<file path="src/rtl/gint_pkg.sv">
package gint_pkg;
    localparam int NUM_UART  = 2;
    localparam int NUM_MIO   = 11;
    localparam int WORD_W    = 32;
    localparam int LCTL_W    = 2;

    // status positions
    localparam int ST_UART_LO = 0;
    localparam int ST_ALT0    = 4;
    localparam int ST_ALT1    = 5;
    localparam int ST_MIO_LO  = 6;
    localparam int MIO_HI_CNT = NUM_MIO - 2;

    // mask positions
    localparam int MK_UART_LO = 16;
    localparam int MK_ALT0    = 20;
    localparam int MK_ALT1    = 21;

    typedef struct packed {
        logic [NUM_UART-1:0] uart;
        logic                alt0;
        logic                alt1;
    } mask_t;
endpackage

</file>
<file path="src/rtl/gint_mio_cond.sv">
module gint_mio_cond #(
    parameter int W = 11
) (
    input  logic [W-1:0] pin_i,
    input  logic [W-1:0] inv_i,
    output logic [W-1:0] cond_o
);
    for (genvar g = 0; g < W; g++) begin : g_bit
        assign cond_o[g] = pin_i[g] ^ inv_i[g];
    end
endmodule

</file>
<file path="src/rtl/gint_sticky.sv">
module gint_sticky (
    input  logic clk,
    input  logic rst_n,
    input  logic enable_i,
    input  logic set_i,
    input  logic clr_i,
    output logic flag_o
);
    logic flag_d, flag_q;

    always_comb begin
        flag_d = flag_q;
        if (!enable_i)      flag_d = 1'b0;
        else if (set_i)     flag_d = 1'b1;
        else if (clr_i)     flag_d = 1'b0;
    end

    always_ff @(posedge clk or negedge rst_n) begin
        if (!rst_n) flag_q <= 1'b0;
        else        flag_q <= flag_d;
    end

    assign flag_o = flag_q;


    set_wins_chk: assert property (@(posedge clk) disable iff (!rst_n)
        (enable_i && set_i) |=> flag_q);

    clear_on_read_chk: assert property (@(posedge clk) disable iff (!rst_n)
        (enable_i && clr_i && !set_i) |=> !flag_q);

    held_clear_chk: assert property (@(posedge clk) disable iff (!rst_n)
        !enable_i |=> !flag_q);

    flag_hold_chk: assert property (@(posedge clk) disable iff (!rst_n)
        (enable_i && !set_i && !clr_i) |=> $stable(flag_q));
endmodule

</file>
<file path="src/rtl/gint_mask_reg.sv">
module gint_mask_reg
    import gint_pkg::*;
(
    input  logic              clk,
    input  logic              rst_n,
    input  logic              wr_en_i,
    input  logic [WORD_W-1:0] wr_data_i,
    output mask_t             mask_o
);
    mask_t mask_d, mask_q;

    always_comb begin
        mask_d = mask_q;
        if (wr_en_i) begin
            mask_d.uart = wr_data_i[MK_UART_LO +: NUM_UART];
            mask_d.alt0 = wr_data_i[MK_ALT0];
            mask_d.alt1 = wr_data_i[MK_ALT1];
        end
    end

    always_ff @(posedge clk or negedge rst_n) begin
        if (!rst_n) mask_q <= '0;
        else        mask_q <= mask_d;
    end

    assign mask_o = mask_q;


    mask_hold_chk: assert property (@(posedge clk) disable iff (!rst_n)
        !wr_en_i |=> $stable(mask_q));

    mask_load_chk: assert property (@(posedge clk) disable iff (!rst_n)
        wr_en_i |=> (mask_q.alt1 == $past(wr_data_i[MK_ALT1])) &&
                    (mask_q.uart == $past(wr_data_i[MK_UART_LO +: NUM_UART])));
endmodule

</file>
<file path="src/rtl/gint_aggregator.sv">
module gint_aggregator
    import gint_pkg::*;
(
    input  logic                clk,
    input  logic                rst_n,
    input  logic [NUM_UART-1:0] uart_irq,
    input  logic [NUM_MIO-1:0]  mio_pin,
    input  logic [NUM_MIO-1:0]  mio_invert,
    input  logic                par_irq,
    input  logic                pdn_pulse,
    input  logic                dev_mode,
    input  logic [LCTL_W-1:0]   lctl_mode,
    input  logic                rd_stb,
    input  logic                wr_en,
    input  logic [WORD_W-1:0]   wr_data,
    output logic [WORD_W-1:0]   rd_data,
    output logic                host_irq
);
    logic [NUM_MIO-1:0] mio_int;
    logic               pdn_active;
    logic               pdn_flag;
    logic               alt0_src;
    logic               alt1_src;
    mask_t              mask;

    gint_mio_cond #(.W(NUM_MIO)) u_cond (
        .pin_i  (mio_pin),
        .inv_i  (mio_invert),
        .cond_o (mio_int)
    );

    assign pdn_active = (lctl_mode != '0);

    gint_sticky u_pdn (
        .clk      (clk),
        .rst_n    (rst_n),
        .enable_i (pdn_active),
        .set_i    (pdn_pulse),
        .clr_i    (rd_stb),
        .flag_o   (pdn_flag)
    );

    gint_mask_reg u_mask (
        .clk       (clk),
        .rst_n     (rst_n),
        .wr_en_i   (wr_en),
        .wr_data_i (wr_data),
        .mask_o    (mask)
    );

    always_comb begin
        alt0_src = dev_mode   ? par_irq  : mio_int[0];
        alt1_src = pdn_active ? pdn_flag : mio_int[1];
    end

    always_comb begin
        rd_data = '0;
        rd_data[ST_UART_LO +: NUM_UART]  = uart_irq;
        rd_data[ST_ALT0]                 = alt0_src;
        rd_data[ST_ALT1]                 = alt1_src;
        rd_data[ST_MIO_LO +: MIO_HI_CNT] = mio_int[NUM_MIO-1:2];
        rd_data[MK_UART_LO +: NUM_UART]  = mask.uart;
        rd_data[MK_ALT0]                 = mask.alt0;
        rd_data[MK_ALT1]                 = mask.alt1;
    end

    always_comb begin
        host_irq = (|(uart_irq & mask.uart))
                 | (alt0_src & mask.alt0)
                 | (alt1_src & mask.alt1);
    end


    masked_quiet_chk: assert property (@(posedge clk) disable iff (!rst_n)
        (rd_data[MK_ALT1:MK_UART_LO] == '0) |-> !host_irq);

    uart_pass_chk: assert property (@(posedge clk) disable iff (!rst_n)
        (|(rd_data[MK_UART_LO +: NUM_UART] & uart_irq)) |-> host_irq);

    reset_mask_chk: assert property (@(posedge clk)
        $rose(rst_n) |-> (rd_data[MK_ALT1:MK_UART_LO] == '0));
endmodule

</file>
<file path="config.mk">
export PLATFORM = sky130hd
export DESIGN_NAME = gint_aggregator
export DESIGN_NICKNAME = d
export VERILOG_FILES = /design/src/rtl/gint_pkg.sv /design/src/rtl/gint_mio_cond.sv /design/src/rtl/gint_sticky.sv /design/src/rtl/gint_mask_reg.sv /design/src/rtl/gint_aggregator.sv
export SDC_FILE = /design/constraint.sdc
export NUM_CORES = 1
export LEC_CHECK = 0
export BUFFER_PORTS_ARGS = -buffer_cell sky130_fd_sc_hd__buf_2
export CORE_ASPECT_RATIO = 0.9
export CORE_MARGIN = 2
export CORE_UTILIZATION = 21
export DETAILED_ROUTE_END_ITERATION = 8
export PLACE_DENSITY = 0.74
export SYNTH_ARGS = -nofsm -noshare
export SYNTH_HDL_FRONTEND = slang
export SYNTH_SLANG_ARGS = --single-unit
</file>
<file path="constraint.sdc">
create_clock -name clk -period 0.8 [get_ports clk]
set_input_delay 0.04 -clock clk [delete_from_list [all_inputs] [get_ports clk]]
set_output_delay 0.04 -clock clk [all_outputs]
set_load 0.1 [all_outputs]
</file>
==> results.sh <==
export IMPL_io_pins=98
export IMPL_fin_crit_sh_pct=185
export IMPL_ant_nets=0
export IMPL_worstPathMaxFanout=2
export IMPL_routabilityCongestion=0.637
export IMPL_fin_util_pct=59.8
export IMPL_grt_ovfl_total=0
export IMPL_hold_path_class="in2reg"
export IMPL_portBuffers=54
export IMPL_antenna_found_initial=0
export IMPL_yosys_area_top_type="buf_4"
export IMPL_wire_per_inst_um=9.86
export IMPL_syn_area_um2=470
export IMPL_peakVddDrop_mv=0.901
export IMPL_drv_slew=0
export IMPL_outcome="finished with violations"
export IMPL_critical_path_required_ns=0.76
export IMPL_period_needed_ns=1.48
export IMPL_final_common_cell="buf_2"
export IMPL_clockBufferDepth=2
export IMPL_drt_iter0_drc=3
export IMPL_final_nets=175
export IMPL_yosysSeqAreaShare_pct=26.6
export IMPL_layout_drive_gt1_share_pct=78.9
export IMPL_synth_top_area_share_pct=30.3
export IMPL_preCtsSetupSlack_ns=-0.518
export IMPL_skew_ns=0
export IMPL_yosysWarnings=0
export IMPL_grt_pass1_wl_um=2010
export IMPL_dp_cells=131
export IMPL_max_cap_violations=0
export IMPL_path_clk_slew_ns=0.04
export IMPL_setup_viol=11
export IMPL_violations="negative setup slack"
export IMPL_stdcell_area_um2=1280
export IMPL_grt_pass1_vias=550
export IMPL_swShare_pct=55.2
export IMPL_critPathArrivalTime_ns=1.44
export IMPL_cts_tree="yes"
export IMPL_end_kind="output pin"
export IMPL_synth_cell_types=12
export IMPL_hold_violations=0
export IMPL_h_tree_depth=1
export IMPL_viasPerCell=3.75
export IMPL_die_area_um2=2640
export IMPL_grt_max_degree=6
export IMPL_die_h_um=48.9
export IMPL_syn2layout_area_growth_pct=172
export IMPL_pwr_density_cell_nw_per_um2=1870
export IMPL_fp_coreArea_um2=2140
export IMPL_drt_pass1_iterations=2
export IMPL_p_leak_uw=0.000598
export IMPL_drc=0
export IMPL_p_seq_share_pct=12.9
export IMPL_combPwrFrac_pct=75.8
export IMPL_clk_latency_ns=0.23
export IMPL_fin_ws_ns=-0.680
export IMPL_numCtsBuffers=3
export IMPL_cts_root_buf="clkbuf_4"
export IMPL_initial_utilization_pct=22.0
export IMPL_final_cells=136
export IMPL_netlist_instances=47
export IMPL_fill_cells=169
export IMPL_placementRows=16
export IMPL_die_w_um=53.9
export IMPL_synthTopCellsByArea="buf_4 (30%), dfrtp_1 (27%), xor2_1 (19%)"
export IMPL_drt_wl_total_um=1340
export IMPL_gr_usage_all_layers_pct=10.7
export IMPL_cp_start_kind="register"
export IMPL_fmax_mhz=676
export IMPL_rsz0062_at_grt="true"
export IMPL_diodes=0
export IMPL_p_sw_uw=1320
export IMPL_worstSetupPathType="reg2out"
export IMPL_layout_common_cells="buf_2 (35), buf_12 (18), conb_1 (15), xor2_4 (9), buf_6 (5)"
export IMPL_clock_power_share_pct=11.2
export IMPL_cts_sinks=5
export IMPL_dpl_instance_area_um2=1200
export IMPL_p_int_uw=1080
export IMPL_ys_seq_elements=5
export IMPL_hpwl_um=1310
export IMPL_vias=510
export IMPL_avgSynthCellArea_um2=10.0
area by class of cell:
type	count	area, um^2	area share [%]
repair buffers	63	632	49.4
flip-flops and latches	5	140	10.9
clock buffers	4	26.3	2.05
well taps	27	33.8	2.64
multi-input cells	37	448	35.0
synthesized netlist by cell type, drive strengths merged:
master and n:
a221o 1, a22o 1, buf 19, conb 1, dfrtp 5, mux2 5
nor2b 1, o21ai 1, o22a 1, o31ai 1, xnor2 1, xor2 10
worst paths after layout:
path,startpoint,to,slack (ns),cells after the start
min in group asynchronous,rst_n,u_mask.mask_o[3],0.17,2
min reg2reg,u_pdn.flag_o,u_pdn.flag_o,0.66,2
min,pdn_pulse,u_pdn.flag_o,0.04,2
max in group asynchronous,rst_n,u_mask.mask_o[2],0.49,2
max,u_mask.mask_o[3],host_irq,-0.68,3
max reg2reg,u_mask.mask_o[2],u_mask.mask_o[2],-0.18,2
metrics by stage:
| step | TNS, ns | power (uW) | hold WS (ns) |
|---|---|---|---|
| after floorplan | -1.48 | 1540 | -0.256 |
| after global placement | -1.44 | 2060 | -0.144 |
| after detailed placement | -1.55 | 2080 | -0.143 |
| after CTS | -2.78 | 2420 | 0.0306 |
| after global routing | -2.99 | 2490 | 0.0418 |
| final | -2.65 | 2400 | 0.0439 |
registers in the layout, indices dropped and copies added (netlist names):
name           count
u_pdn.flag_o       1
u_mask.mask_o      4
cells by family (layout without fill, tap and decap cells):
logic type      after synthesis  count (layout)  synth area share [%]
simple gates                  1               1                  1.33
xor+xnor                     11              11                  20.5
other cells                   1              15                 0.797
compound gates                5               5                  8.51
buf+inv                      19              67                  30.3
flops                         5               5                  26.6
mux                           5               5                  12.0
worst max-delay path, stage by stage, from the launching register on:
cell	delay [ns]
dfrtp_4	0.46
a22o_1	0.23
a221o_4	0.35
buf_12	0.17
power by group through the flow:
stage,Combinational [uW],Clock (uW),Sequential [uW]
floorplan,1080,0,465
global placement,1750,0,308
detailed placement,1770,0,312
CTS,1830,280,311
global route,1870,304,314
finish,1820,270,311
per-layer routing:
layer  vias to the layer above  GRT usage [%]  part of all wire (%)
li1                        240              -                     -
met1                       238           6.76                    23
met2                        32           23.8                    65
met3                         0           4.60                    12
met4                         0           2.56                     0
met5                         -              0                     0
what timing repair did:
item / CTS / global route
resized for setup: 10 / 2
hold buffers: 1 / 0
gates cloned: 0 / 0
hold endpoints to repair: 5 / 0
pin swaps: 1 / 1
setup endpoints to repair: 11 / 12
buffers inserted: 1 / 1
(Power assumes the default switching activity.)
